**config.mk**
```make
export PLATFORM = sky130hd
export DESIGN_NAME = cmpEventTimer
export DESIGN_NICKNAME = d
export VERILOG_FILES = /design/src/rtl/cmpEventPkg.sv /design/src/rtl/cmpDatapath.sv /design/src/rtl/cmpControl.sv /design/src/rtl/cmpEventTimer.sv
export SDC_FILE = /design/constraint.sdc
export NUM_CORES = 1
export LEC_CHECK = 0
export BUFFER_PORTS_ARGS = -buffer_cell sky130_fd_sc_hd__buf_4
export CORE_AREA = 2 2 68 70
export DETAILED_ROUTE_END_ITERATION = 7
export DIE_AREA = 0 0 70 72
export GPL_ROUTABILITY_DRIVEN = 0
export MAX_ROUTING_LAYER = met4
export PLACE_DENSITY = 0.71
export SETUP_SLACK_MARGIN = 0.1
export SYNTH_ARGS = -nofsm -noshare
export SYNTH_HDL_FRONTEND = slang
export SYNTH_SLANG_ARGS = --single-unit
```
**constraint.sdc**
```tcl
create_clock -name clk -period 2.32 [get_ports clk]
set_input_delay 0.232 -clock clk [delete_from_list [all_inputs] [get_ports clk]]
set_output_delay 0.232 -clock clk [all_outputs]
set_load 0.05 [all_outputs]
```
**src/rtl/cmpEventPkg.sv**
```systemverilog
package cmpEventPkg;
  localparam int MODE_W = 4;
  localparam logic [MODE_W-1:0] MODE_OFF  = 4'b0000;
  localparam logic [MODE_W-1:0] MODE_SET  = 4'b1000;
  localparam logic [MODE_W-1:0] MODE_CLR  = 4'b1001;
  localparam logic [MODE_W-1:0] MODE_SWI  = 4'b1010;
  localparam logic [MODE_W-1:0] MODE_TRIG = 4'b1011;

  // strobes from control to datapath
  typedef struct packed {
    logic clrCnt;
  } ctlStrobe_t;
endpackage

```
**src/rtl/cmpDatapath.sv**
```systemverilog
module cmpDatapath
  import cmpEventPkg::*;
#(
  parameter int CNT_W = 16
) (
  input  logic             clk,
  input  logic             rstN,
  input  logic             tickEn,
  input  logic             cmpWe,
  input  logic [CNT_W-1:0] cmpIn,
  input  ctlStrobe_t       strobe,
  output logic [CNT_W-1:0] cntQ,
  output logic             matchEdge,
  output logic             wrapPulse
);
  localparam logic [CNT_W-1:0] CNT_ONE = CNT_W'(1);

  logic [CNT_W-1:0] cmpQ;
  logic             matchNow;
  logic             matchPrev;

  assign matchNow  = (cntQ == cmpQ);
  assign matchEdge = matchNow & ~matchPrev;
  assign wrapPulse = tickEn & (&cntQ) & ~strobe.clrCnt;

  always_ff @(posedge clk or negedge rstN) begin
    if (!rstN) begin
      cntQ      <= '0;
      cmpQ      <= '0;
      matchPrev <= 1'b1;
    end else begin
      matchPrev <= matchNow;
      if (cmpWe) cmpQ <= cmpIn;
      if (strobe.clrCnt)  cntQ <= '0;
      else if (tickEn)    cntQ <= cntQ + CNT_ONE;
    end
  end
endmodule

```
**src/rtl/cmpControl.sv**
```systemverilog
module cmpControl
  import cmpEventPkg::*;
(
  input  logic              clk,
  input  logic              rstN,
  input  logic              modeWe,
  input  logic [MODE_W-1:0] modeIn,
  input  logic              flagWe,
  input  logic [1:0]        flagIn,
  input  logic              adcEnable,
  input  logic              matchEdge,
  input  logic              wrapPulse,
  output ctlStrobe_t        strobe,
  output logic [MODE_W-1:0] modeQ,
  output logic              pinLatch,
  output logic              cmpFlag,
  output logic              ovfFlag,
  output logic              convStart
);
  logic modeActive;
  logic evTaken;
  logic zeroWrite;

  assign modeActive    = (modeQ[MODE_W-1 -: 2] == 2'b10);
  assign evTaken       = matchEdge & modeActive;
  assign zeroWrite     = modeWe & (modeIn == MODE_OFF);
  assign strobe.clrCnt = evTaken & (modeQ == MODE_TRIG);

  always_ff @(posedge clk or negedge rstN) begin
    if (!rstN) begin
      modeQ     <= MODE_OFF;
      pinLatch  <= 1'b0;
      cmpFlag   <= 1'b0;
      ovfFlag   <= 1'b0;
      convStart <= 1'b0;
    end else begin
      if (modeWe) modeQ <= modeIn;
      if (zeroWrite)                            pinLatch <= 1'b0;
      else if (evTaken && modeQ == MODE_SET)    pinLatch <= 1'b1;
      else if (evTaken && modeQ == MODE_CLR)    pinLatch <= 1'b0;
      cmpFlag   <= evTaken   | (flagWe ? flagIn[1] : cmpFlag);
      ovfFlag   <= wrapPulse | (flagWe ? flagIn[0] : ovfFlag);
      convStart <= strobe.clrCnt & adcEnable;
    end
  end
endmodule

```
**src/rtl/cmpEventTimer.sv**
```systemverilog
module cmpEventTimer
  import cmpEventPkg::*;
#(
  parameter int CNT_W = 16
) (
  input  logic             clk,
  input  logic             rstN,
  input  logic             tickEn,
  input  logic             cmpWe,
  input  logic [CNT_W-1:0] cmpIn,
  input  logic             modeWe,
  input  logic [3:0]       modeIn,
  input  logic             flagWe,
  input  logic [1:0]       flagIn,
  input  logic             adcEnable,
  input  logic             pinDir,
  output logic [CNT_W-1:0] cntOut,
  output logic             cmpFlag,
  output logic             ovfFlag,
  output logic             convStart,
  output logic             pinOut,
  output logic             pinOe
);
  ctlStrobe_t        strobe;
  logic              matchEdge;
  logic              wrapPulse;
  logic [MODE_W-1:0] modeQ;
  logic              pinLatch;

  cmpDatapath #(.CNT_W(CNT_W)) uDp (
    .clk(clk), .rstN(rstN), .tickEn(tickEn), .cmpWe(cmpWe), .cmpIn(cmpIn),
    .strobe(strobe), .cntQ(cntOut), .matchEdge(matchEdge), .wrapPulse(wrapPulse)
  );

  cmpControl uCtl (
    .clk(clk), .rstN(rstN), .modeWe(modeWe), .modeIn(modeIn),
    .flagWe(flagWe), .flagIn(flagIn), .adcEnable(adcEnable),
    .matchEdge(matchEdge), .wrapPulse(wrapPulse), .strobe(strobe),
    .modeQ(modeQ), .pinLatch(pinLatch), .cmpFlag(cmpFlag),
    .ovfFlag(ovfFlag), .convStart(convStart)
  );

  assign pinOut = pinLatch;
  assign pinOe  = ~pinDir;
endmodule

```
Yosys cells after proc, flatten, opt, wreduce, memory -nomap -nowiden
Cells that the tools add are included.

Add/sub/neg operators: 1. $mul: 0. Divide/modulo/power cells: 0. Order comparisons: 0. Equality and inequality tests: 5. Shift-type cells: 0. Multiplexer cells: 7. Bitwise logic cells: 12. Reductions and logical operators: 6.

Operators with widths (number): two-way mux 16 bit (2); adder 16 x 1 -> 16 bit (second input constant) (1); equality test 16 bit (1); AND reduction 16 bit (1); equality test 4 bit (second input constant) (3); bitwise AND 1 bit (7); two-way mux 1 bit (5); zero test 4 bit (1); NOT 1 bit (3); nonzero test 3 bit (1); equality test 2 bit (second input constant) (1); logical AND 1 bit (2); OR 1 bit (2); nonzero test 2 bit (1).

Bits in registers: 41. Latch bits: 0. RAM bits: 0. Bits in read-only memories: 0. Bits of input ports: 30. Output and inout bits: 21. Logic and storage cells: 39. Memories kept: 0.

Logic depth before layout (Yosys ltp)
Gate-level depths: netlist (run 1).

Depth after elaboration: 7. Gate-level depth with buffers: 6. Depth with buffers taken out: 6.

By module
Synthesis (run 1) repeated with hierarchy kept, for this count alone.

Cell total of the unflattened synthesis: 169. Area, all modules: 1995.7 um2.

By module, submodules not included: cmpDatapath (instances 1, cells an instance 144, area each 1659.1 um2); cmpControl (instances 1, cells an instance 24, area each 332.8 um2); cmpEventTimer (instances 1, cells an instance 1, area each 3.8 um2).

Least setup slack after synthesis (run 1)
No wires, ideal clock.

Path kind: register -> register. Start: register uDp.cntQ[7]. End: register uCtl.pinLatch. Data arrival time: 1882 ps. Required time: 2195 ps. Slack: 313 ps. Stages on the path, launching flop included: 6. Path buffers: 0. Cells stage by stage: dfrtp_1 -> xor2_1 -> nor4_1 -> nand4_1 -> nor3_1 -> mux2_2.

Cells in the longest elaborated chain, start to end: 6.

RTL lines: start, declared (line cmpDatapath.sv:12) `output logic [CNT_W-1:0] cntQ,`; start signal, assigned (line cmpDatapath.sv:35) `else if (tickEn) cntQ <= cntQ + CNT_ONE;`; equality test 16 bit * (line cmpDatapath.sv:22) `assign matchNow = (cntQ == cmpQ);`; bitwise AND 1 bit * (line cmpDatapath.sv:23) `assign matchEdge = matchNow & ~matchPrev;`; bitwise AND 1 bit * (line cmpControl.sv:25) `assign evTaken = matchEdge & modeActive;`; logical AND 1 bit (line cmpControl.sv:39) `else if (evTaken && modeQ == MODE_SET) pinLatch <= 1'b1;`; two-way mux 1 bit (line cmpControl.sv:39); two-way mux 1 bit (line cmpControl.sv:38) `if (zeroWrite) pinLatch <= 1'b0;`; end signal, assigned (line cmpControl.sv:38); end signal, assigned (line cmpControl.sv:39); end signal, assigned (line cmpControl.sv:40) `else if (evTaken && modeQ == MODE_CLR) pinLatch <= 1'b0;`; end, declared (line cmpControl.sv:15) `output logic pinLatch,`.

Mark *: on every way between the ends. The rest lies on a longest branch, timed or not. A chain may end at the register's enable or synchronous reset.

Worst setup path after layout (run 1)
Start: register uDp.cntQ[11]. End: register uCtl.ovfFlag.

Cells in the longest elaborated chain, start to end: 7.

RTL lines: equality test 16 bit (line cmpDatapath.sv:22); bitwise AND 1 bit (line cmpDatapath.sv:23); bitwise AND 1 bit (line cmpControl.sv:25); bitwise AND 1 bit (line cmpControl.sv:27) `assign strobe.clrCnt = evTaken & (modeQ == MODE_TRIG);`; NOT 1 bit (line cmpDatapath.sv:24) `assign wrapPulse = tickEn & (&cntQ) & ~strobe.clrCnt;`; bitwise AND 1 bit * (line cmpDatapath.sv:24); OR 1 bit * (line cmpControl.sv:42) `ovfFlag <= wrapPulse | (flagWe ? flagIn[0] : ovfFlag);`; end signal, assigned (line cmpControl.sv:42); end, declared (line cmpControl.sv:17) `output logic ovfFlag,`.

Marked as above.

==> results of run 1 <==
-- cell usage in the layout (no fill, tap or decap), drive strengths merged, types with 2 or more instances in the layout --
cell type   n
dfrtp      40
nand2       7
xor2       24
nor4        6
nand3       3
mux2       21
nor3        4
buf        54
nor2       20
nand4       6
mux2i       3
o21ai       2
xnor2       7
inv         5
clkbuf      6
-- per-stage QoR --
| step | cell area [um2] | utilization [%] | hold WS, ps | std cells |
|---|---|---|---|---|
| 2_1_floorplan | 1886 | - | -63.59 | 158 |
| 3_5_place_dp | 2322 | 54.46 | 235.3 | 259 |
| 4_1_cts | 2422 | 56.81 | 160.0 | 267 |
| 5_1_grt | 2442 | 57.28 | 142.8 | 269 |
| 3_3_place_gp | 2322 | 54.46 | 237.7 | 259 |
| 6_report | 2442 | 57.28 | 159.4 | 269 |
-- routing by layer --
layer	global-route usage, %	up-vias
li1	-	652
met1	22.43	616
met2	23.49	45
met3	3.333	8
met4	7.051	0
met5	-	-
-- area by class of cell --
| type | count | area [um2] |
|---|---|---|
| tap | 52 | 65.06 |
| clock inverter | 1 | 7.507 |
| multi-input combinational | 109 | 825.8 |
| sequential | 41 | 1027 |
| fill | 395 | 1822 |
| inverter | 5 | 18.77 |
| clock buffer | 6 | 82.58 |
| timing repair buffer | 55 | 415.4 |
-- flip-flops by register name, indices dropped and copies added (netlist names) --
register and cells:
uCtl.modeQ 4, uDp.cmpQ 16, uCtl.ovfFlag 1, uCtl.pinLatch 1, uDp.matchPrev 1, uDp.cntQ 16, uCtl.cmpFlag 1, uCtl.convStart 1
-- power groups by stage --
stage                     sequential (mW)  combinational (mW)  clock, mW
after global routing                0.958               0.694      0.532
after floorplan                      1.15               0.223          0
after global placement              0.957               0.639          0
final                               0.941               0.637      0.472
after CTS                           0.944               0.649      0.487
after detailed placement            0.955               0.646          0
-- worst register-to-register path, cell delays in order, from the launching register on --
cell     delay (ps)
dfrtp_1         490
xor2_1          190
nor4_1          330
nand4_1         130
buf_4           180
nor3_4          230
buf_4           200
o21ai_0          90
-- logic make-up (layout without fill, tap and decap cells) --
logic type	Yosys count	count (layout)	synth area share (%)
fa+ha+maj	1	1	0.6635
buf+inv	8	67	1.990
xor+xnor	31	31	14.40
simple gates	49	49	13.14
flops	41	41	54.48
mux	24	24	14.13
compound gates	4	4	1.194
-- worst paths after layout --
path                                  to  cells past startpoint  slack [ps]
max reg2reg                 uCtl.ovfFlag                      7         390
max in group asynchronous  uDp.matchPrev                      2        1510
min reg2reg                 uCtl.ovfFlag                      2         500
max                         uCtl.ovfFlag                      7         390
min in group asynchronous   uCtl.cmpFlag                      2         440
min                         uCtl.cmpFlag                      3         160
-- repair_timing --
action / 4_1_cts / 5_1_grt
hold buffers: 1 / 0
endpoints found under the hold margin: 40 / 0
resized for setup: 0 / 1
buffers inserted: 0 / 2
endpoints found under the setup margin: 0 / 2
==> results.cfg, run 1 <==
[floorplanning]
rows = 24
die_w_um = 70
core_um2 = 4264
die_area_um2 = 5040
io_pins = 51
die_h_um = 72
initial_utilization_pct = 44.22

[global_routing]
grt_max_degree = 42
grt_pass1_vias = 1289
grt_overflow = 0
grt_pass1_wl_um = 6210
antenna_found_initial = 0
grt_usage_pct = 16.26

[route]
first_pass_iters = 4
wl_met2_um = 1627
vias = 1321
avgRoutedWirePerCell_um = 13.59
top_layer_used = met4
drt-met1-wl_um = 1722
drtAntennaViolNets = 0
dr_wl_met3_um = 237
drtIter0Drc = 82
via_per_inst = 4.911
wl_um = 3656
drc = 0

[cts]
cts.sinks = 41
clk_pin_slew_worst_paths_ps = 80
htree_levels = 2
cts_tree = yes
insertion_delay_ps = 300
cts.path.max_buffers = 2
cts_inserted_buffers = 5
clk_root_buffer_cell = clkbuf_8

[sta]
tns_ps = 0
timing.slew.headroom_pct = 62.00
fin_crit_sh_pct = 83.07
max_freq_mhz = 518.9
skew_ps = 10.77
hold_viol_final = 0
min_period_ps = 1927
setup_viol = 0
tightest_slew_ps = 565.6
worst_slack_ps = 392.7
slew_violations = 0
rsz0062_at_grt = false

[logic_synthesis]
ys_types = 25
synth-seq-cells = 41
synthMostInstantiatedCell = dfrtp_1
yosys-top-cells-area = dfrtp_1, mux2_2, xor2_1
syn_area_per_cell_um2 = 11.93
synth-edff-count = 0
synth_top_flop_cell = dfrtp_1
synthArstFlopShare_pct = 100.0
yosys_warnings = 0
ys_top_cells_by_count = dfrtp_1, xor2_1, mux2_2
syn_nets = 189
syn_inst = 158
netlist_area_um2 = 1886
ys_seq_area_share_pct = 54.48
yosysTopAreaCell = dfrtp_1
synth_top_area_share_pct = 53.09

[worst_setup_path]
path_common_cell = buf_4
path_class = flop to flop
crit_chain = xor2_1, nor4_1, nand4_1, buf_4, nor3_4, buf_4, o21ai_0
start_kind = flop
crit_family = simple AND/OR/NAND/NOR gates
crit_required_ps = 2500
critPathBufInv = 2
cp.arrival_ps = 2110
critPathMaxStageDelay_ps = 490
r2r_start = uDp.cntQ[11]
end_kind = flop
path_max_fanout = 8
crit_slowest_cell = dfrtp_1
crit_start = uDp.cntQ[11]

[power]
power_frac_comb_pct = 31.1
p_leak_nw = 1.180
p_sw_share_pct = 36.84
p_total_mw = 2.051
p_sw_mw = 0.7555
seqPwrFrac_pct = 45.9
p_int_mw = 1.295
power.clock.fraction_pct = 23.0
peakVddDrop_uv = 439.9
power.density_nw_per_um2 = 839.7

[finish]
drive_above_1_share_pct = 39.63
layout.nets = 248
antenna_cells_inserted = 0
syn_to_final_growth_pct = 29.53

[place]
io_buffers = 50
post-place-ws_ps = 256.5
dp_hpwl_um = 2780

[job]
cap_violations = 0

[hold_path]
hp-class = primary input to flop
worstHoldStart = flagIn[1]

[run_status]
status = complete, no violations
Note: power is estimated with default switching activity, not from simulation.
==> inputs of run 2 (changes only) <==
ABC_AREA = 1   (was default)
CORE_AREA = 2 2 72 74   (was 2 2 68 70)
DIE_AREA = 0 0 74 76   (was 0 0 70 72)
PLACE_DENSITY = 0.7   (was 0.71)
clock period = 1.85 ns   (was 2.32 ns; I/O delays follow)
==> results.cfg, run 2 <==
[power]
p_leak_nw = 1.415
power.density_nw_per_um2 = 1050
peakVddDrop_uv = 596.0
power.clock.fraction_pct = 23.1
p_sw_mw = 1.106
power_frac_comb_pct = 34.9
p_sw_share_pct = 39.33
p_int_mw = 1.706
seqPwrFrac_pct = 42.0
p_total_mw = 2.812

[worst_setup_path]
crit_required_ps = 2080
path_class = flop to flop
r2r_start = uDp.cntQ[0]
crit_start = uDp.cntQ[0]
reg2reg_to = uCtl.ovfFlag
end_kind = flop
cp.arrival_ps = 1870
start_kind = flop
reg2reg_depth = 7
path_max_fanout = 5
r2r_slack_ps = 210

[sta]
whs_ps = 96.34
min_period_ps = 1640
setup_viol = 0
slew_violations = 0
rsz0062_at_grt = false
fin_crit_sh_pct = 88.63
skew_ps = 2.868
max_freq_mhz = 609.9
hold_viol_final = 0
tightest_slew_ps = 527.7
timing.slew.headroom_pct = 64.82
tns_ps = 0

[cts]
htree_levels = 2
cts_setup_buffers = 0
clk_root_buffer_cell = clkbuf_8
insertion_delay_ps = 290
clk_pin_slew_worst_paths_ps = 80
cts.sinks = 41
cts.path.max_buffers = 2
cts_inserted_buffers = 5
cts_tree = yes

[route]
drtAntennaViolNets = 0
avgRoutedWirePerCell_um = 11.66
via_per_inst = 4.515
vias = 1779
wl_um = 4595
drc = 0
first_pass_iters = 4
drtIter0Drc = 75

[finish]
drive_above_1_share_pct = 27.47
layout.nets = 354
layout_commonest_cell = nand2_1
fin_cells = 394
antenna_cells_inserted = 0
final_cell_mix = nand2_1, buf_4, dfrtp_1
syn_to_final_growth_pct = 25.73
reg_top3 = uDp.cmpQ x16, uDp.cntQ x16, uCtl.modeQ x4

[logic_synthesis]
synth-seq-cells = 41
synth_top_area_share_pct = 47.00
yosys_warnings = 0
ys_seq_area_share_pct = 48.24
synth-edff-count = 0
synth_top_flop_cell = dfrtp_1
synthMostInstantiatedCell = nand2_1
yosys-top-cells-area = dfrtp_1, nand2_1, inv_1
syn_area_per_cell_um2 = 7.887
ys_types = 26
syn_inst = 270
ys_top_cells_by_count = nand2_1, dfrtp_1, inv_1
synthArstFlopShare_pct = 100.0
syn_nets = 301
yosysTopAreaCell = dfrtp_1
netlist_area_um2 = 2130

[global_routing]
grt_usage_pct = 18.13
grt_pass1_wl_um = 7624
grt_max_degree = 42
grt_overflow = 0
antenna_found_initial = 0
grt_pass1_vias = 1660

[run_status]
status = complete, no violations

[job]
cap_violations = 0

[floorplanning]
die_h_um = 76
core_um2 = 4912
die_w_um = 74
initial_utilization_pct = 43.35
rows = 26
die_area_um2 = 5624
io_pins = 51

[hold_path]
hp-class = primary input to flop
hold_path_depth = 3
hold_end = uDp.cmpQ[12]
worstHoldStart = cmpIn[12]

[place]
dp_hpwl_um = 3410
place_inst = 385
io_buffers = 50
-- run 2: cell count changes after synthesis, moves of 6 or more --
| cell | previous run | this run |
|---|---|---|
| nor4_1 | 6 | 0 |
| mux2_2 | 21 | 3 |
| nor2_2 | 1 | 11 |
| o21ai_0 | 2 | 16 |
| nand2_1 | 7 | 89 |
| xor2_1 | 24 | 12 |
| nor2_1 | 19 | 27 |
| inv_1 | 5 | 33 |
| inv_2 | 0 | 6 |
-- run 2: through the flow --
step,area (um2),setup WS [ps],utilization (%)
5_1_grt,2678,110.0,54.51
3_3_place_gp,2557,247.3,52.06
2_1_floorplan,2135,100.7,-
4_1_cts,2669,204.2,54.33
3_5_place_dp,2557,221.6,52.06
6_report,2678,210.3,54.51
-- run 2: cell type report --
type,count,area [um2]
Fill cell,487,2235
Multi-Input combinational cell,183,899.6
Inverter,40,162.7
Sequential cell,41,1033
Timing Repair Buffer,52,392.9
Clock buffer,7,96.34
Clock inverter,1,5.005
Tap cell,70,87.58
-- run 2: worst max-delay path by stage --
stage / slack (ps) / end / cells after the start
global placement: 250 / uCtl.ovfFlag / 7
finish: 210 / uCtl.ovfFlag / 7
detailed placement: 220 / uCtl.ovfFlag / 7
floorplan: 100 / uDp.cntQ[5] / 11
CTS: 200 / uCtl.ovfFlag / 7
global route: 110 / uCtl.ovfFlag / 7
-- run 2: routing by layer --
layer	GRT usage (%)	part of all wire, %
met1	24.23	46
met2	27.05	48
met3	3.439	4.0
met4	7.273	1.9
met5	-	0
-- run 2: repair_timing --
action                                  in CTS  in global routing
hold endpoints to repair                    40                  0
hold buffers                                 1                  0
resized for setup                            0                  3
endpoints found under the setup margin       0                  3
-- run 2: kinds of logic (layout without fill, tap and decap cells) --
| logic type | count (synthesis) | after routing | share of synthesized area (%) |
|---|---|---|---|
| xor gates and xnor gates | 14 | 14 | 5.758 |
| muxes | 5 | 5 | 2.526 |
| AOI/OAI and AO/OA | 19 | 19 | 4.465 |
| DFF | 41 | 41 | 48.24 |
| and+or+nand+nor | 144 | 144 | 28.91 |
| adders and majority gates | 1 | 1 | 0.5875 |
| buffers and inverters | 46 | 100 | 9.518 |
-- run 2: critical path: stages (launching register included) --
cell and delay, ps:
dfrtp_2 430, ha_1 210, nand3_1 110, nor4_2 310, nand3_1 190, nor3_1 190, nand2_1 90, nand2_1 60
-- run 2: power groups by stage --
stage	Clock, mW	Combinational [mW]	Sequential [mW]
after floorplan	0	0.441	1.44
after global placement	0	0.980	1.19
after detailed placement	0	0.985	1.20
after CTS	0.662	0.989	1.18
after global routing	0.725	1.09	1.21
final	0.649	0.981	1.18
